--- src/rtl/rstctl_pkg.sv ---
package rstctl_pkg;
  localparam int DATA_W    = 32;
  localparam int KEY_LSB   = 24;
  localparam int KEY_W     = DATA_W - KEY_LSB;
  localparam logic [KEY_W-1:0] KEY_VALUE = 8'h88;

  typedef enum logic [1:0] {
    SRC_NONE  = 2'd0,
    SRC_LINES = 2'd1,
    SRC_GATE  = 2'd2
  } rd_src_e;
endpackage

--- src/rtl/rstctl_decode.sv ---
module rstctl_decode
  import rstctl_pkg::*;
#(
  parameter int ADDR_W = 8,
  parameter logic [ADDR_W-1:0] STATE_OFS = 'h18,
  parameter logic [ADDR_W-1:0] GATE_OFS = 'hFC,
  parameter bit HAS_GATE = 1'b1
) (
  input  logic              clk,
  input  logic              rst,
  input  logic              wr_en,
  input  logic              rd_en,
  input  logic [ADDR_W-1:0] addr,
  input  logic [KEY_W-1:0]  key_in,
  output logic              state_wr,
  output logic              gate_wr,
  output rd_src_e           rd_src
);
  logic hit_state, hit_gate, key_ok;

  assign hit_state = (addr == STATE_OFS);
  assign hit_gate  = HAS_GATE && (addr == GATE_OFS);
  assign key_ok    = (key_in == KEY_VALUE);

  assign state_wr = wr_en && hit_state && key_ok;
  assign gate_wr  = wr_en && hit_gate;

  always_comb begin
    rd_src = SRC_NONE;
    if (hit_state)     rd_src = SRC_LINES;
    else if (hit_gate) rd_src = SRC_GATE;
  end

  // a write never updates both registers in one cycle
  p_single_target_r9: assert property (@(posedge clk) disable iff (rst)
    $onehot0({state_wr, gate_wr}));

  // an accepted line-state write always carried the key
  p_key_required_r3: assert property (@(posedge clk) disable iff (rst)
    state_wr |-> (key_in == KEY_VALUE) && wr_en);
endmodule

--- src/rtl/rstctl_lines.sv ---
module rstctl_lines #(
  parameter int NUM_LINES = 24,
  parameter bit HAS_GATE = 1'b1
) (
  input  logic                 clk,
  input  logic                 rst,
  input  logic                 state_wr,
  input  logic                 gate_wr,
  input  logic [NUM_LINES-1:0] wd,
  output logic [NUM_LINES-1:0] line_q,
  output logic [NUM_LINES-1:0] gate_q
);
  for (genvar i = 0; i < NUM_LINES; i++) begin : g_line
    if (HAS_GATE) begin : g_gated
      always_ff @(posedge clk) begin
        if (rst) begin
          gate_q[i] <= 1'b0;
          line_q[i] <= 1'b0;
        end else if (gate_wr) begin
          gate_q[i] <= wd[i];
          if (!wd[i]) line_q[i] <= 1'b0;
        end else if (state_wr) begin
          line_q[i] <= wd[i] & gate_q[i];
        end
      end
    end else begin : g_plain
      assign gate_q[i] = 1'b0;
      always_ff @(posedge clk) begin
        if (rst)           line_q[i] <= 1'b0;
        else if (state_wr) line_q[i] <= wd[i];
      end
    end
  end

  if (HAS_GATE) begin : g_chk
    logic unused_gate_none;
    assign unused_gate_none = 1'b0;

    // no line is held while its gate bit is clear
    p_gate_holds_r5: assert property (@(posedge clk) disable iff (rst)
      (line_q & ~gate_q) == '0);

    // lines whose gate bit was written 0 are released next
    p_release_r6: assert property (@(posedge clk) disable iff (rst)
      gate_wr |=> (line_q & ~$past(wd)) == '0);
  end else begin : g_nochk
    logic unused_gate_wr;
    assign unused_gate_wr = gate_wr;
  end
endmodule

--- src/rtl/rstctl_rdmux.sv ---
module rstctl_rdmux
  import rstctl_pkg::*;
#(
  parameter int NUM_LINES = 24
) (
  input  logic                 clk,
  input  logic                 rst,
  input  logic                 rd_en,
  input  rd_src_e              rd_src,
  input  logic [NUM_LINES-1:0] line_q,
  input  logic [NUM_LINES-1:0] gate_q,
  output logic [DATA_W-1:0]    rdata
);
  logic [DATA_W-1:0] rd_next;

  always_comb begin
    rd_next = '0;
    unique case (rd_src)
      SRC_LINES: rd_next[NUM_LINES-1:0] = line_q;
      SRC_GATE:  rd_next[NUM_LINES-1:0] = gate_q;
      default:   rd_next = '0;
    endcase
  end

  always_ff @(posedge clk) begin
    if (rst)        rdata <= '0;
    else if (rd_en) rdata <= rd_next;
  end

  // key byte of any read comes back zero
  p_key_byte_zero_r7: assert property (@(posedge clk) disable iff (rst)
    rd_en |=> rdata[DATA_W-1:KEY_LSB] == '0);

  // read data is held until the next read
  p_rdata_hold_r7: assert property (@(posedge clk) disable iff (rst)
    !rd_en |=> $stable(rdata));
endmodule

--- src/rtl/keyed_reset_ctrl.sv ---
module keyed_reset_ctrl
  import rstctl_pkg::*;
#(
  parameter int NUM_LINES = 24,
  parameter bit HAS_GATE = 1'b1,
  parameter int ADDR_W = 8,
  parameter logic [ADDR_W-1:0] STATE_OFS = 'h18,
  parameter logic [ADDR_W-1:0] GATE_OFS = 'hFC
) (
  input  logic                 clk,
  input  logic                 rst,
  input  logic                 wr_en,
  input  logic                 rd_en,
  input  logic [ADDR_W-1:0]    addr,
  input  logic [31:0]          wdata,
  output logic [31:0]          rdata,
  output logic [NUM_LINES-1:0] rst_lines_o
);
  localparam int PAD_W = KEY_LSB - NUM_LINES;

  logic                 state_wr, gate_wr;
  rd_src_e              rd_src;
  logic [NUM_LINES-1:0] line_q, gate_q, mask_eff;

  rstctl_decode #(
    .ADDR_W(ADDR_W), .STATE_OFS(STATE_OFS), .GATE_OFS(GATE_OFS), .HAS_GATE(HAS_GATE)
  ) u_decode (
    .clk(clk), .rst(rst), .wr_en(wr_en), .rd_en(rd_en), .addr(addr),
    .key_in(wdata[DATA_W-1:KEY_LSB]),
    .state_wr(state_wr), .gate_wr(gate_wr), .rd_src(rd_src)
  );

  rstctl_lines #(.NUM_LINES(NUM_LINES), .HAS_GATE(HAS_GATE)) u_lines (
    .clk(clk), .rst(rst), .state_wr(state_wr), .gate_wr(gate_wr),
    .wd(wdata[NUM_LINES-1:0]), .line_q(line_q), .gate_q(gate_q)
  );

  rstctl_rdmux #(.NUM_LINES(NUM_LINES)) u_rdmux (
    .clk(clk), .rst(rst), .rd_en(rd_en), .rd_src(rd_src),
    .line_q(line_q), .gate_q(gate_q), .rdata(rdata)
  );

  assign rst_lines_o = line_q;
  assign mask_eff    = HAS_GATE ? gate_q : '1;

  if (PAD_W > 0) begin : g_pad
    logic unused_pad;
    assign unused_pad = ^wdata[KEY_LSB-1:NUM_LINES];
  end

  // keyed write loads the masked pattern onto the lines
  p_accept_r2: assert property (@(posedge clk) disable iff (rst)
    (wr_en && addr == STATE_OFS && wdata[DATA_W-1:KEY_LSB] == KEY_VALUE)
    |=> rst_lines_o == ($past(wdata[NUM_LINES-1:0]) & $past(mask_eff)));

  // a wrong key leaves the lines alone
  p_badkey_r3: assert property (@(posedge clk) disable iff (rst)
    (wr_en && addr == STATE_OFS && wdata[DATA_W-1:KEY_LSB] != KEY_VALUE)
    |=> $stable(rst_lines_o));

  // accesses elsewhere leave the lines alone
  p_other_ofs_r9: assert property (@(posedge clk) disable iff (rst)
    (wr_en && addr != STATE_OFS && addr != GATE_OFS) |=> $stable(rst_lines_o));

  // bus never issues read and write together (input assumption)
  p_no_rw_overlap_r7: assert property (@(posedge clk) disable iff (rst)
    !(wr_en && rd_en));
endmodule

--- config.mk ---
export PLATFORM = sky130hd
export DESIGN_NAME = keyed_reset_ctrl
export DESIGN_NICKNAME = d
export VERILOG_FILES = /design/src/rtl/rstctl_pkg.sv /design/src/rtl/rstctl_decode.sv /design/src/rtl/rstctl_lines.sv /design/src/rtl/rstctl_rdmux.sv /design/src/rtl/keyed_reset_ctrl.sv
export SDC_FILE = /design/constraint.sdc
export NUM_CORES = 1
export LEC_CHECK = 0
export BUFFER_PORTS_ARGS = -buffer_cell sky130_fd_sc_hd__buf_2
export CORE_ASPECT_RATIO = 0.6
export CORE_MARGIN = 5
export CORE_UTILIZATION = 46
export DETAILED_ROUTE_END_ITERATION = 16
export GPL_ROUTABILITY_DRIVEN = 0
export PLACE_DENSITY = 0.76
export REMOVE_ABC_BUFFERS = 1
export SETUP_SLACK_MARGIN = 0.02
export SLEW_MARGIN = 40
export SYNTH_ARGS = -nofsm -noshare
export SYNTH_HDL_FRONTEND = slang
export SYNTH_SLANG_ARGS = --single-unit
--- constraint.sdc ---
create_clock -name clk -period 1.7 [get_ports clk]
set_clock_uncertainty 0.1 [all_clocks]
set_input_delay 0.255 -clock clk [delete_from_list [all_inputs] [get_ports clk]]
set_output_delay 0.255 -clock clk [all_outputs]
set_load 0.1 [all_outputs]
==> summary.md, run 1 <==
| Metric | Value |
|---|---|
| Final WL | `approximately 9.6 mm` |
| Die width | `around 120 um` |
| Max Slew Vio Count | `0` |
| Metal3 WL | `860 um` |
| CTS-repair resized insts | `0` |
| CTS Sinks | `72` |
| Final HPWL DP | `between 6 and 7 mm` |
| Arrival time of the worst setup path | `between 1 and 1.5 ns` |
| Vias per cell | `around 5.9` |
| Core area | `roughly 6700 um^2` |
| Share of the synthesized area in the top cell type | `45.4%` |
| Global-route usage over all layers | `between 20 and 25%` |
| Finish-stage setup viols | `0` |
| First-pass GRT wire length | `14.9 mm` |
| CP Max Fanout | `4` |
| Layout cells sized above 1 | `27.9%` |
| Initial drt markers | `between 200 and 250` |
| Comb pwr share | `between 7 and 8%` |
| CTS Buf Count | `9` |
| Synth Warn # | `0` |
| H-tree depth | `3` |
| Initial antenna violation count | `0` |
| Die height | `around 74 um` |
| ANT nets after route | `0` |
| Vias in the first global route | `around 3k` |
| Pleak | `approximately 1.5 nW` |
| Inserted Diodes | `0` |
| Worst path required time | `about 1.3 ns` |
| Post-Synthesis Cells | `between 300 and 400` |
| Run status | `completed` |
| Synth async-reset ratio | `0%` |
| Final Instance Area | `4050 um^2` |
| Startpoint types | `register` |
| Met1 Wirelength | `between 4 and 5 mm` |
| Non-Filler Instances | `between 500 and 600` |
| TritonRoute pass-1 iters | `5` |
| Critical Path Max Stage Delay | `between 0.4 and 0.5 ns` |
| Final net count | `roughly 500` |
| Met2 WL | `approximately 4.2 mm` |
| Seq/Total Area, Yosys | `between 40% and 50%` |
| Largest net degree at the start of global routing | `73` |
| Placed cells | `between 500 and 600` |
| DRC violations left | `0` |
| Longest Clk Path Bufs | `2` |
| Avg Inst Size Synth | `roughly 8.6 um^2` |
| Internal | `~0.0028 W` |
| Synth cell types | `22` |
| P_sw | `a little under 0.0009 W` |
| Max-cap violations | `0` |
| Starting Density | `a little under half` |
| Register bit total from synthesis | `72` |
| Crit path capture | `rst_lines_o[5]` |
| GRT overflow | `0` |
| CTS root buf | `clkbuf_16` |
| Launch point of the worst path | `u_lines.line_q[5]$_SDFFE_PP0P_` |
| Area delta synth->final | `27.8%` |
| CP Buf/Inv Count | `1` |
| Delay-heaviest family, CP | `buffers and inverters` |
| I/O pin count | `100` |
| Hold Crit Class | `input pin to register` |
| Reg clk slew, reported paths | `~0.050 ns` |
| Reg2reg start | `u_lines.line_q[22]$_SDFFE_PP0P_` |
| Pwr Total | `0.00369 W` |
| Largest cells by area after synthesis | `dfxtp_1 (45%), a2bb2oi_1 (13%), a21oi_1 (7.6%)` |
| CP Capture Type | `output port` |
| Max VDD drop | `681 uV` |
| DP Area | `between 3000 and 4000 um^2` |
| Number of synthesized flops with an enable pin | `0` |
| Switching Fraction | `between 20% and 30%` |
| Post-layout min period | `approximately 1.6 ns` |
| Via Count | `about 3.2k` |
| Flop pwr share | `45.8%` |
| DR top layer | `met4` |
| Post-synthesis instance area | `about 3200 um^2` |
| Power per Cell Area | `910 nW/um^2` |
| Final period util | `between 90% and 100%` |
| Worst slew pin tran | `between 0.8 and 0.9 ns` |
| Fmax | `approximately 640 MHz` |
| Hold Fails Final Rpt | `0` |
| Worst rel slew slack | `approximately 46%` |
| Drt wl/cell | `17.4 um` |
| Post-CTS setup buffers | `0` |
| CP cell instances | `buf_2` |
| CTS hold repair buffers | `0` |
| Row Count | `23` |
| Critical Path Stages | `1` |
| Die Area | `roughly 8700 um^2` |
| R2R setup slack | `between 0.6 and 0.7 ns` |
| RSZ-0062 raised after global routing | `false` |
| Reg-to-Reg End | `u_rdmux.rdata[22]$_SDFFE_PP0P_` |
| Main synth FF type | `dfxtp_1` |
| Setup CP Type | `register to output port` |
| CTS tree | `yes` |
| Synth area leader | `dfxtp_1` |
| PortBufs | `just over 90` |
| FF-to-FF path depth | `3` |
| Clk_lat worst skew | `roughly 0.33 ns` |
| Power share of the clock group | `a little under half` |
| Critical path's slowest cell | `buf_2` |
==> layout make-up <==
cell class	count	area (um^2)
fill	609	2620
multi-input combinational	259	1570
sequential	72	1440
timing repair buffer	115	661
clock buffer	15	268
tap	87	109
inverter	1	3.75
==> per-stage QoR <==
step / util [%] / TNS (ns) / setup WS [ns] / hold slack [ns]
global route: 60.7 / 0 / 0.109 / 0.0871
floorplan: - / -139.74 / -2.19 / 0.224
detailed placement: 56.7 / -2.70 / -0.0736 / 0.362
finish: 60.7 / 0 / 0.144 / 0.0841
CTS: 60.7 / 0 / 0.142 / 0.0722
global placement: 56.7 / -0.618 / -0.0361 / 0.358
==> cells in the final DEF, fill, tap and decap left out, types with 2 or more instances in the layout <==
cell type  Yosys  layout
dfxtp_1       72      72
nor2_1        24      24
conb_1         1       8
nand4_1       23      23
clkbuf_16      0       9
a21oi_1       48      48
a2bb2oi_1     46      46
buf_2          3      91
clkbuf_1      30       4
o221ai_1       2       2
or3_1          2       2
nand2_1       52      52
nor4b_1        2       2
a22oi_1       24      24
clkbuf_8       0       2
buf_12         0       2
o211ai_1      22      22
buf_4          8      22
==> sequential cells by signal, indices dropped and copies added (netlist names) <==
register and count:
u_lines.line_q 24, u_lines.gate_q 24, u_rdmux.rdata 24
==> power groups by stage <==
stage	Sequential, W	Clock, W	Combinational, W
after floorplan	0.00173	0	0.000109
after global placement	0.00173	0	0.000256
after detailed placement	0.00173	0	0.000258
after CTS	0.00169	0.00177	0.000258
after global routing	0.00169	0.00184	0.000275
final	0.00169	0.00174	0.000263
==> tightest hold or removal path: stages <==
cell     delay [ns]
buf_2          0.11
nand2_1        0.05
a21oi_1        0.05
==> routing by layer <==
metal	vias up	GRT usage [%]
li1	1542	-
met1	1530	29.7
met2	138	34.2
met3	14	6.83
met4	0	8.91
met5	-	0
==> worst min path at each step <==
stage                                    from                               to  slack, ns  cells past startpoint
2_1_floorplan                             rst   u_lines.gate_q[0]$_SDFFE_PP0P_       0.22                      1
5_1_grt                             wdata[10]  u_lines.gate_q[10]$_SDFFE_PP0P_       0.09                      3
4_1_cts                             wdata[20]  u_lines.gate_q[20]$_SDFFE_PP0P_       0.07                      3
3_3_place_gp   u_lines.gate_q[6]$_SDFFE_PP0P_   u_lines.gate_q[6]$_SDFFE_PP0P_       0.36                      2
3_5_place_dp   u_lines.gate_q[1]$_SDFFE_PP0P_   u_lines.gate_q[1]$_SDFFE_PP0P_       0.36                      2
6_report                            wdata[17]  u_lines.gate_q[17]$_SDFFE_PP0P_       0.08                      3
==> synthesized netlist by cell type (3+ instances only) <==
| library cell | number |
|---|---|
| a22oi_1 | 24 |
| nor2_1 | 24 |
| nand4_1 | 23 |
| buf_4 | 8 |
| clkbuf_1 | 30 |
| buf_1 | 4 |
| o211ai_1 | 22 |
| dfxtp_1 | 72 |
| a2bb2oi_1 | 46 |
| nand2_1 | 52 |
| buf_2 | 3 |
| a21oi_1 | 48 |
==> cells by family (layout without fill, tap and decap cells) <==
group                  after synthesis  after routing  synth area share [%]
other                                1              8                 0.118
buffers and inverters               46            131                  6.51
AO/OA/AOI/OAI                      142            142                  31.7
flip-flops                          72             72                  45.4
AND/OR/NAND/NOR                    109            109                  16.2
Note: power is estimated with default switching activity, not from simulation.
==> inputs of run 2 (changes only) <==
--- a/config.mk
+++ b/config.mk
@@ -8,10 +8,10 @@
 export BUFFER_PORTS_ARGS = -buffer_cell sky130_fd_sc_hd__buf_2
 export CORE_ASPECT_RATIO = 0.6
 export CORE_MARGIN = 5
-export CORE_UTILIZATION = 46
+export CORE_UTILIZATION = 55
 export DETAILED_ROUTE_END_ITERATION = 16
 export GPL_ROUTABILITY_DRIVEN = 0
-export PLACE_DENSITY = 0.76
+export PLACE_DENSITY = 0.85
 export REMOVE_ABC_BUFFERS = 1
 export SETUP_SLACK_MARGIN = 0.02
 export SLEW_MARGIN = 40
==> constraint.sdc (replaced) <==
create_clock -name clk -period 1.83 [get_ports clk]
set_clock_uncertainty 0.1 [all_clocks]
set_input_delay 0.2745 -clock clk [delete_from_list [all_inputs] [get_ports clk]]
set_output_delay 0.2745 -clock clk [all_outputs]
set_load 0.1 [all_outputs]
==> run 2 against run 1 <==
- sequential cell count did not move
- total power fell by 21%
- routed wire length rose by 0.15%
- utilization rose by 9.6 points
- global-route usage rose by 3.9 points
- critical path depth did not move
- design area fell by 2.9%
- sequential share of layout area rose by 1.1 points
- clock-buffer cell count fell by 5
- sequential power fell by 7%
- critical path type unchanged
- critical endpoint is now rst_lines_o[19]
- largest cell class unchanged
- highest routed layer unchanged
==> summary.md, run 2 (synthesized netlist as in run 1, its figures left out) <==
| Metric | Value |
|---|---|
| CTS-repair resized insts | `0 (unchanged)` |
| Commonest non-fill, non-tap cell in the layout | `buf_2` |
| Row Count | `21 (-8.7%)` |
| Fillers | `479 (-21%)` |
| Final Instance Area | `3940 um^2 (-2.9%)` |
| Area delta synth->final | `24.1%` |
| P_sw | `0.000789 W (-9.7%)` |
| Grt met1 use | `33.7% (+4.0 points)` |
| CP Buf/Inv Count | `1 (unchanged)` |
| Biggest regs | `u_lines.gate_q: 24 flops, u_lines.line_q: 24 flops, u_rdmux.rdata: 24 flops` |
| Initial drt markers | `245 (+12%)` |
| CP Max Fanout | `4 (unchanged)` |
| PortBufs | `91 (unchanged)` |
| Final period util | `between 80% and 90%` |
| Finish-stage setup viols | `0 (unchanged)` |
| Via Count | `3342 (+3.7%)` |
| DRC violations left | `0 (unchanged)` |
| Crit path capture | `rst_lines_o[19]` |
| Starting Density | `56.7% (+9.2 points)` |
| CTS root buf | `clkbuf_8` |
| Internal | `0.00211 W (-25%)` |
| Fmax | `roughly 630 MHz` |
| Flop pwr share | `54.0% (+8.2 points)` |
| Most frequent cells in the layout | `buf_2 (91), dfxtp_1 (72), nand2_1 (52), a21oi_1 (48), a2bb2oi_1 (46)` |
| Die height | `68.8 um (-7.4%)` |
| H-tree depth | `3 (unchanged)` |
| Drt wl/cell | `17.6 um (+1.1%)` |
| Setup CP Type | `register to output port` |
| Critical Path Stages | `1 (unchanged)` |
| CTS tree | `yes` |
| FF/Latch Area | `1440 um^2 (unchanged)` |
| First-pass GRT wire length | `15.1 mm (+1.2%)` |
| Post-Place Setup Slack | `-0.0114 ns (+0.0622 ns)` |
| Met3 usage | `9.49% (+2.7 points)` |
| ANT nets after route | `0 (unchanged)` |
| Pleak | `1.49 nW (-2.7%)` |
| CP Capture Type | `output port` |
| Launch point of the worst path | `u_lines.line_q[19]$_SDFFE_PP0P_` |
| Die Area | `7440 um^2 (-15%)` |
| CTS Sinks | `72 (unchanged)` |
| Delay-heaviest family, CP | `buffers and inverters` |
| Worst rel slew slack | `61.9% (+16 points)` |
| CP cell instances | `buf_2` |
| Power share of the clock group | `37.5% (-9.6 points)` |
| FF-to-FF path depth | `3 (unchanged)` |
| Initial antenna violation count | `0 (unchanged)` |
| Comb pwr share | `8.4% (+1.3 points)` |
| Reg-to-Reg End | `u_rdmux.rdata[15]$_SDFFE_PP0P_` |
| Met2 global-route usage | `41.6% (+7.4 points)` |
| GRT overflow | `0 (unchanged)` |
| Critical path's slowest cell | `buf_2` |
| TritonRoute pass-1 iters | `5 (unchanged)` |
| Post-layout min period | `approximately 1.6 ns` |
| Startpoint types | `register` |
| Most Crowded Layer GR | `met2` |
| Max VDD drop | `380 uV (-44%)` |
| Layout cells sized above 1 | `28.9% (+0.96 points)` |
| Clk_lat worst skew | `0.35 ns (+0.02 ns)` |
| Hold Crit Class | `input pin to register` |
| Vias in the first global route | `3112 (+3.5%)` |
| Area of the multi-input gates | `1570 um^2 (unchanged)` |
| Run status | `completed` |
| Vias per cell | `6.14 (+4.6%)` |
| Reg clk slew, reported paths | `0.08 ns (+0.03 ns)` |
| Critical Path Max Stage Delay | `0.46 ns (about the same)` |
| Core area | `5600 um^2 (-16%)` |
| RSZ-0062 raised after global routing | `false` |
| Post-CTS setup buffers | `0 (unchanged)` |
| Longest Clk Path Bufs | `2 (unchanged)` |
| I/O pin count | `100 (unchanged)` |
| DP Area | `3770 um^2 (-0.36%)` |
| Max Slew Vio Count | `0 (unchanged)` |
| Global-route usage over all layers | `26.2% (+3.9 points)` |
| R2R setup slack | `0.77 ns (+0.13 ns)` |
| Final WL | `9.58 mm (+0.15%)` |
| CTS Buf Count | `9 (unchanged)` |
| Worst path required time | `1.46 ns (+0.12 ns)` |
| Largest net degree at the start of global routing | `73 (unchanged)` |
| Final HPWL DP | `6.40 mm (-2.4%)` |
| Hold Fails Final Rpt | `0 (unchanged)` |
| Arrival time of the worst setup path | `1.22 ns (+0.02 ns)` |
| Die width | `108 um (-7.8%)` |
| Post-route setup slack | `0.231 ns (+0.0871 ns)` |
| Power per Cell Area | `737 nW/um^2 (-19%)` |
| Switching Fraction | `27.2% (+3.5 points)` |
| Final net count | `503 (+0.20%)` |
| Inserted Diodes | `0 (unchanged)` |
| Reg2reg start | `u_lines.line_q[15]$_SDFFE_PP0P_` |
| Max-cap violations | `0 (unchanged)` |
| Worst slew pin tran | `0.571 ns (-0.232 ns)` |
| CTS hold repair buffers | `0 (unchanged)` |
run 2: area by class of cell:
cell class / count / share of cell area, %
clock inverter: 6 / 0.922
clock buffer: 10 / 3.24
sequential: 72 / 36.6
timing repair buffer: 116 / 16.7
inverter: 1 / 0.0954
tap: 80 / 2.54
multi-input combinational: 259 / 39.9
run 2: metal layers:
metal,vias up,wire [um]
li1,1549,-
met1,1570,4150
met2,209,4170
met3,14,1180
met4,0,81
met5,-,0
run 2: power by group through the flow:
| stage | clock network, W | logic (W) | registers (W) |
|---|---|---|---|
| 4_1_cts | 0.00110 | 0.000240 | 0.00157 |
| 3_5_place_dp | 0 | 0.000240 | 0.00160 |
| 2_1_floorplan | 0 | 0.000102 | 0.00160 |
| 5_1_grt | 0.00118 | 0.000258 | 0.00157 |
| 6_report | 0.00109 | 0.000245 | 0.00157 |
| 3_3_place_gp | 0 | 0.000237 | 0.00160 |
run 2: worst min-delay path by stage:
stage	start	end	slack, ns	cells past startpoint
after floorplan	rst	u_lines.gate_q[0]$_SDFFE_PP0P_	0.24	1
after global placement	u_lines.gate_q[2]$_SDFFE_PP0P_	u_lines.gate_q[2]$_SDFFE_PP0P_	0.36	2
after detailed placement	u_lines.gate_q[17]$_SDFFE_PP0P_	u_lines.gate_q[17]$_SDFFE_PP0P_	0.36	2
after CTS	wdata[21]	u_lines.gate_q[21]$_SDFFE_PP0P_	0.07	3
after global routing	wdata[6]	u_lines.gate_q[6]$_SDFFE_PP0P_	0.07	3
final	wdata[21]	u_lines.gate_q[21]$_SDFFE_PP0P_	0.08	3
run 2: stage by stage:
stage	instances	utilization [%]	setup TNS, ns	hold slack (ns)	total power, W
after floorplan	332	-	-131.79	0.244	0.00170
after global placement	528	67.4	0	0.357	0.00184
after detailed placement	528	67.4	-0.0114	0.364	0.00184
after CTS	544	70.3	0	0.0665	0.00291
after global routing	544	70.3	0	0.0709	0.00300
final	544	70.3	0	0.0830	0.00290
